<file path="config.mk">
export PLATFORM = sky130hd
export DESIGN_NAME = dma_chan_engine
export DESIGN_NICKNAME = d
export VERILOG_FILES = /design/src/rtl/dma_pkg.sv /design/src/rtl/dma_len_calc.sv /design/src/rtl/dma_addr_step.sv /design/src/rtl/dma_trig_sel.sv /design/src/rtl/dma_chan_engine.sv
export SDC_FILE = /design/constraint.sdc
export NUM_CORES = 1
export LEC_CHECK = 0
export BUFFER_PORTS_ARGS = -buffer_cell sky130_fd_sc_hd__buf_2
export CAP_MARGIN = 15
export CORE_ASPECT_RATIO = 0.75
export CORE_MARGIN = 5
export CORE_UTILIZATION = 40
export CTS_CLUSTER_DIAMETER = 200
export CTS_CLUSTER_SIZE = 40
export DETAILED_ROUTE_END_ITERATION = 10
export SYNTH_ARGS = -nofsm -noshare
export SYNTH_HDL_FRONTEND = slang
export SYNTH_SLANG_ARGS = --single-unit
</file>
<file path="constraint.sdc">
create_clock -name clk -period 6.4 [get_ports clk]
set_input_delay 0.32 -clock clk [delete_from_list [all_inputs] [get_ports clk]]
set_output_delay 0.32 -clock clk [all_outputs]
set_load 0.02 [all_outputs]
</file>
<file path="src/rtl/dma_pkg.sv">
package dma_pkg;
   localparam int ADDR_W = 16;
   localparam int LEN_W  = 13;

   typedef struct packed {
      logic [ADDR_W-1:0] src;
      logic [ADDR_W-1:0] dst;
      logic [2:0]        vlen;
      logic [LEN_W-1:0]  len;
      logic              wsize;
      logic [1:0]        tmode;   // [0] block, [1] repeated
      logic [4:0]        trig;
      logic [1:0]        sinc;
      logic [1:0]        dinc;
      logic              irq_en;
      logic              m8;
      logic [1:0]        prio;
   } dma_desc_t;

   typedef enum logic [1:0] {ST_IDLE, ST_RD, ST_WR} dma_st_e;

   function automatic logic is_var_len(input logic [2:0] v);
      return (v >= 3'd1) && (v <= 3'd4);
   endfunction
endpackage

</file>
<file path="src/rtl/dma_len_calc.sv">
module dma_len_calc #(
   parameter int LEN_W = 13
) (
   input  logic [7:0]       first_i,
   input  logic [2:0]       vlen_i,
   input  logic             m8_i,
   input  logic [LEN_W-1:0] cap_i,
   output logic [LEN_W-1:0] count_o
);
   localparam int VC_W = 9;

   if (LEN_W < VC_W) begin : g_bad_len
      $error("dma_len_calc: LEN_W must be at least 9");
   end

   logic [VC_W-1:0]  base, calc;
   logic [LEN_W-1:0] wide;

   always_comb begin
      base = m8_i ? {2'b00, first_i[6:0]} : {1'b0, first_i};
      case (vlen_i)
         3'd1:    calc = base + 9'd1;
         3'd3:    calc = base + 9'd2;
         3'd4:    calc = base + 9'd3;
         default: calc = base;
      endcase
      wide    = LEN_W'(calc);
      count_o = (wide < cap_i) ? wide : cap_i;
   end
endmodule

</file>
<file path="src/rtl/dma_addr_step.sv">
module dma_addr_step #(
   parameter int ADDR_W = 16
) (
   input  logic [ADDR_W-1:0] addr_i,
   input  logic [1:0]        inc_i,
   input  logic              wsize_i,
   output logic [ADDR_W-1:0] addr_o
);
   logic [ADDR_W-1:0] unit;

   always_comb begin
      unit = wsize_i ? ADDR_W'(2) : ADDR_W'(1);
      case (inc_i)
         2'd0:    addr_o = addr_i;
         2'd1:    addr_o = addr_i + unit;
         2'd2:    addr_o = addr_i + (unit << 1);
         default: addr_o = addr_i - unit;
      endcase
   end
endmodule

</file>
<file path="src/rtl/dma_trig_sel.sv">
module dma_trig_sel #(
   parameter int TRIG_W = 32
) (
   input  logic [4:0]        sel_i,
   input  logic              sw_req_i,
   input  logic [TRIG_W-1:0] vec_i,
   output logic              fire_o
);
   logic [31:0] lines;

   if (TRIG_W == 32) begin : g_full
      assign lines = vec_i;
   end else begin : g_pad
      assign lines = {{(32-TRIG_W){1'b0}}, vec_i};
   end

   assign fire_o = (sel_i == 5'd0) ? sw_req_i : lines[sel_i];
endmodule

</file>
<file path="src/rtl/dma_chan_engine.sv">
module dma_chan_engine
   import dma_pkg::*;
#(
   parameter int TRIG_W = 32
) (
   input  logic                clk,
   input  logic                rst_n,
   input  logic                arm_i,
   input  logic [63:0]         desc_i,
   input  logic                sw_req_i,
   input  logic [TRIG_W-1:0]   trig_vec_i,
   output logic                bus_rd_o,
   output logic                bus_wr_o,
   output logic                bus_word_o,
   output logic [ADDR_W-1:0]   bus_addr_o,
   output logic [15:0]         bus_wdata_o,
   input  logic [15:0]         bus_rdata_i,
   output logic [1:0]          bus_prio_o,
   output logic                armed_o,
   output logic                done_o,
   output logic                irq_o
);
   localparam int SIDES = 2;   // 0 = source, 1 = destination

   if (TRIG_W < 2 || TRIG_W > 32) begin : g_bad_trig
      $error("dma_chan_engine: TRIG_W must lie in 2..32");
   end
   if ($bits(dma_desc_t) != 64) begin : g_bad_desc
      $error("dma_chan_engine: descriptor must be 64 bits");
   end

   dma_desc_t                    desc_w, cfg_q;
   dma_st_e                      state_q;
   logic                         armed_q, known_q, done_q, irq_q;
   logic [LEN_W-1:0]             cnt_q, total_q, cnt_inc, var_cnt, tot_eff;
   logic [SIDES-1:0][ADDR_W-1:0] addr_q, addr_nx;
   logic                         fire, accept, last, fin;

   assign desc_w = dma_desc_t'(desc_i);

   dma_trig_sel #(.TRIG_W(TRIG_W)) u_trig (
      .sel_i    (cfg_q.trig),
      .sw_req_i (sw_req_i),
      .vec_i    (trig_vec_i),
      .fire_o   (fire)
   );

   dma_len_calc #(.LEN_W(LEN_W)) u_len (
      .first_i  (bus_rdata_i[7:0]),
      .vlen_i   (cfg_q.vlen),
      .m8_i     (cfg_q.m8),
      .cap_i    (total_q),
      .count_o  (var_cnt)
   );

   for (genvar s = 0; s < SIDES; s++) begin : g_side
      dma_addr_step #(.ADDR_W(ADDR_W)) u_step (
         .addr_i   (addr_q[s]),
         .inc_i    ((s == 0) ? cfg_q.sinc : cfg_q.dinc),
         .wsize_i  (cfg_q.wsize),
         .addr_o   (addr_nx[s])
      );
   end

   always_comb begin
      cnt_inc = cnt_q + LEN_W'(1);
      tot_eff = known_q ? total_q : var_cnt;
      last    = (cnt_inc >= tot_eff);
      accept  = (state_q == ST_IDLE) && armed_q && !arm_i && fire;
      fin     = (accept && (total_q == '0)) || ((state_q == ST_WR) && last);
   end

   always_ff @(posedge clk) begin
      if (!rst_n) begin
         state_q <= ST_IDLE;
         cfg_q   <= '0;
         armed_q <= 1'b0;
         known_q <= 1'b0;
         done_q  <= 1'b0;
         irq_q   <= 1'b0;
         cnt_q   <= '0;
         total_q <= '0;
         addr_q  <= '0;
      end else begin
         done_q <= fin;
         irq_q  <= fin & cfg_q.irq_en;
         case (state_q)
            ST_IDLE: begin
               if (arm_i) begin
                  cfg_q     <= desc_w;
                  armed_q   <= 1'b1;
                  cnt_q     <= '0;
                  total_q   <= desc_w.len;
                  known_q   <= !is_var_len(desc_w.vlen);
                  addr_q[0] <= desc_w.src;
                  addr_q[1] <= desc_w.dst;
               end else if (accept && (total_q != '0)) begin
                  state_q <= ST_RD;
               end
            end
            ST_RD: state_q <= ST_WR;
            ST_WR: begin
               addr_q  <= addr_nx;
               known_q <= 1'b1;
               total_q <= tot_eff;
               cnt_q   <= cnt_inc;
               state_q <= (cfg_q.tmode[0] && !last) ? ST_RD : ST_IDLE;
            end
            default: state_q <= ST_IDLE;
         endcase
         if (fin) begin
            state_q <= ST_IDLE;
            cnt_q   <= '0;
            if (cfg_q.tmode[1]) begin
               addr_q[0] <= cfg_q.src;
               addr_q[1] <= cfg_q.dst;
               total_q   <= cfg_q.len;
               known_q   <= !is_var_len(cfg_q.vlen);
            end else begin
               armed_q <= 1'b0;
            end
         end
      end
   end

   assign bus_rd_o    = (state_q == ST_RD);
   assign bus_wr_o    = (state_q == ST_WR);
   assign bus_addr_o  = (state_q == ST_RD) ? addr_q[0] : addr_q[1];
   assign bus_wdata_o = (state_q == ST_WR) ? bus_rdata_i : 16'h0000;
   assign bus_word_o  = cfg_q.wsize;
   assign bus_prio_o  = cfg_q.prio;
   assign armed_o     = armed_q;
   assign done_o      = done_q;
   assign irq_o       = irq_q;
endmodule

</file>
==> impl_metrics.tcl <==
set metrics [dict create \
    pwr-share-seq_pct 36.4 \
    finalNonFillerCells 1639 \
    tns_ns 0 \
    combPwrFrac_pct 24.4 \
    synthCells 1210 \
    ios 156 \
    synthFlopType "dfxtp_1" \
    intPower_w 0.001687 \
    hold_start "desc_i[1]" \
    grt_max_degree 74 \
    yosys_warnings 0 \
    clock_latency_ns 0.43 \
    skew_ns 0.009316 \
    area_growth_pct 17.08 \
    grt_use_total_pct 22.05 \
    avgSynthCellArea_um2 7.711 \
    status "completed" \
    core_area_um2 23000 \
    synth.area.top_cells "dfxtp_1 27%, nand2_1 8.6%, ha_1 7.8%, a21oi_1 4.6%, o21ai_0 3.6%" \
    power.leakage_nw 4.656 \
    synth_edf_count 0 \
    required_ns 6.71 \
    cts-root-buf "clkbuf_16" \
    grt_antenna_before_repair 0 \
    hold_path_class "in -> reg" \
    fin_area_um2 10920 \
    htreeDepth 4 \
    tightest_slew_ns 1.119 \
    cts_tree "yes" \
    seq_area_um2 2562 \
    cp-startpoint "cfg_q[29]" \
    first_iter_violations 616 \
    via_per_inst 5.700 \
    fin_crit_ns 5.938 \
    drc 0 \
    start_util_pct 40.56 \
    fillCellCount 2378 \
    synth_top_area_share_pct 27.46 \
    async_flop_share_pct 0 \
    wl_per_cell_um 18.22 \
    final_antenna_net_count 0 \
    power_w 0.002502 \
    arrival_ns 6.25 \
    io_buffers 154 \
    setup_viol 0 \
    max_slew_margin_pct 24.84 \
    gp_congestion 0.9155 \
    finalCritPeriodShare_pct 92.78 \
    vias 9342 \
    whs_ns 0.1285 \
    yosysTopAreaCell "dfxtp_1" \
    max_clock_freq_mhz 168.4 \
    place_area_um2 10300 \
    die_x_um 186.4 \
    ys_types 73 \
    clockPowerShare_pct 39.2 \
    dpl.hpwl_mm 21.27 \
    slowest_stage "or3b_4" \
    multi_input_area_um2 6334 \
    path_cells "or3b_4, fa_1, or2_1, a21oi_2, nand3_1, xnor2_1, ha_1, a21o_1, a211o_1, a211oi_1, o31ai_4, mux2_2, ha_1, o21ai_0, a211o_1, o211ai_1, and3_1, o21ai_4, buf_12, buf_4, o21ai_0, a31oi_1" \
    switching_power_w 0.0008152 \
    rsz0062_at_grt "false" \
    grt_pass1_wl_mm 47.84 \
    wirelength_mm 29.86 \
    drive_above_1_share_pct 18.30 \
    p_per_area_nw_per_um2 229.0 \
    cts_sinks 128 \
    critPathLaunchType "flop" \
    seq_area_frac_synth_pct 27.46 \
    finalMaxSlewViolations 0 \
    die-area_um2 26510 \
    worst_path_largest_cell_delay_ns 0.47 \
    mostFrequentLayoutCell "nand2_1" \
    numCtsBuffers 17 \
    synth_seq_cells 128 \
    critPathMaxFanout 15 \
    final_net_count 1506 \
    n_antenna_cell 0 \
    syn-num-nets 1389 \
    syn-cell-area_um2 9330 \
    switching_share_pct 32.58 \
    drv_cap 0 \
    dr.pass1.iters 7 \
    layout_common_cells "214 x nand2_1, 154 x buf_2, 128 x dfxtp_1" \
    path_clk_slew_ns 0.06 \
    ir_worst_vdd_v 0.0002025 \
    die_h_um 142.3 \
    r2r_start "cfg_q[29]" \
    overflow 0 \
    end_kind "flop" \
    critPathKind "reg -> reg" \
    hold_viol 0 \
    grt_pass1_vias 8982 \
    clockBufferDepth 2 \
    place_inst 1605 \
    row_count 48 \
]
worst paths after layout:
check | to | slack (ns) | cells past startpoint
setup / recovery | addr_q[28] | 0.46 | 22
hold / removal | bus_prio_o[1] | 0.13 | 3
hold reg to reg | cfg_q[24] | 0.45 | 2
setup reg to reg | addr_q[28] | 0.46 | 22
worst max-delay path: cells and delay by family, from the launching register on:
family | cells | cell delay, ns
compound gates | 11 | 2.13
simple gates | 4 | 1.23
fa+ha+maj | 3 | 1.01
flops | 1 | 0.42
mux | 1 | 0.34
buf+inv | 2 | 0.34
xor+xnor | 1 | 0.32
metal layers:
metal	vias to the layer above	routed length (um)	GRT usage, %
met5	-	0	0
met4	0	411	5.251
met3	32	2034	4.512
met2	298	12740	33.96
met1	4407	14670	31.86
li1	4605	-	-
synthesized netlist by cell type (5+ instances only):
cell       count
mux2i_1       20
xor2_1        18
nor4_1         6
nor2_1        85
a21boi_0      30
a31oi_1       17
and3_1        15
o2111ai_1     13
mux4_2         6
nor2b_1       21
fa_1           5
buf_2         11
o31ai_1        5
o21ai_0       68
clkbuf_1      53
o22ai_1        5
a21oi_1       85
a311oi_1       6
nand3b_1       6
xnor2_1       33
a22oi_1       13
a221oi_1      10
nand3_1       32
dfxtp_1      128
buf_1          6
a21o_1        10
ha_1          58
mux2_2        20
nand2b_1      15
o211a_1       14
nand4_1       13
and2_1        17
a41oi_1        9
o211ai_1      17
a211oi_1      13
o21a_1         5
nand2_1      215
inv_1         35
nor3_1        16
timing repair:
action                     4_1_cts  5_1_grt
hold buffers                     0        0
setup endpoints to repair        0       56
resized for setup                0        1
setup buffers                    0        3
logic make-up after synthesis:
group,synth area share [%]
AND/OR/NAND/NOR,22.50
AO/OA/AOI/OAI,25.32
flip-flops,27.46
buffers and inverters,4.895
adder cells (fa/ha/maj),8.851
XOR/XNOR,4.962
multiplexers,6.008
power by group through the flow:
stage | Combinational [W] | Sequential, W | Clock, W
after floorplan | 0.000452 | 0.000897 | 0
after global placement | 0.000591 | 0.000926 | 0
after detailed placement | 0.000599 | 0.000927 | 0
after CTS | 0.000605 | 0.000910 | 0.000994
after global routing | 0.000683 | 0.000920 | 0.00103
final | 0.000611 | 0.000912 | 0.000979
registers in the layout, indices dropped and copies added, names as in the netlist, 2 cells and up:
name / count
cfg_q: 61
addr_q: 32
cnt_q: 13
total_q: 13
bus_prio_o: 2
state_q: 2
cell type report:
class / count / area share (%)
Clock buffer: 18 / 4.020
Clock inverter: 13 / 1.283
Inverter: 36 / 1.237
Multi-Input combinational cell: 971 / 57.98
Sequential cell: 128 / 23.46
Tap cell: 300 / 3.436
Timing Repair Buffer: 173 / 8.590
metrics by stage:
stage	utilization [%]	setup WS, ns
global route	47.49	0.09185
detailed placement	44.78	0.3069
global placement	44.78	0.3869
floorplan	-	1.098
finish	47.49	0.4624
CTS	47.30	0.2220
Power figures use the tool's default switching activity.
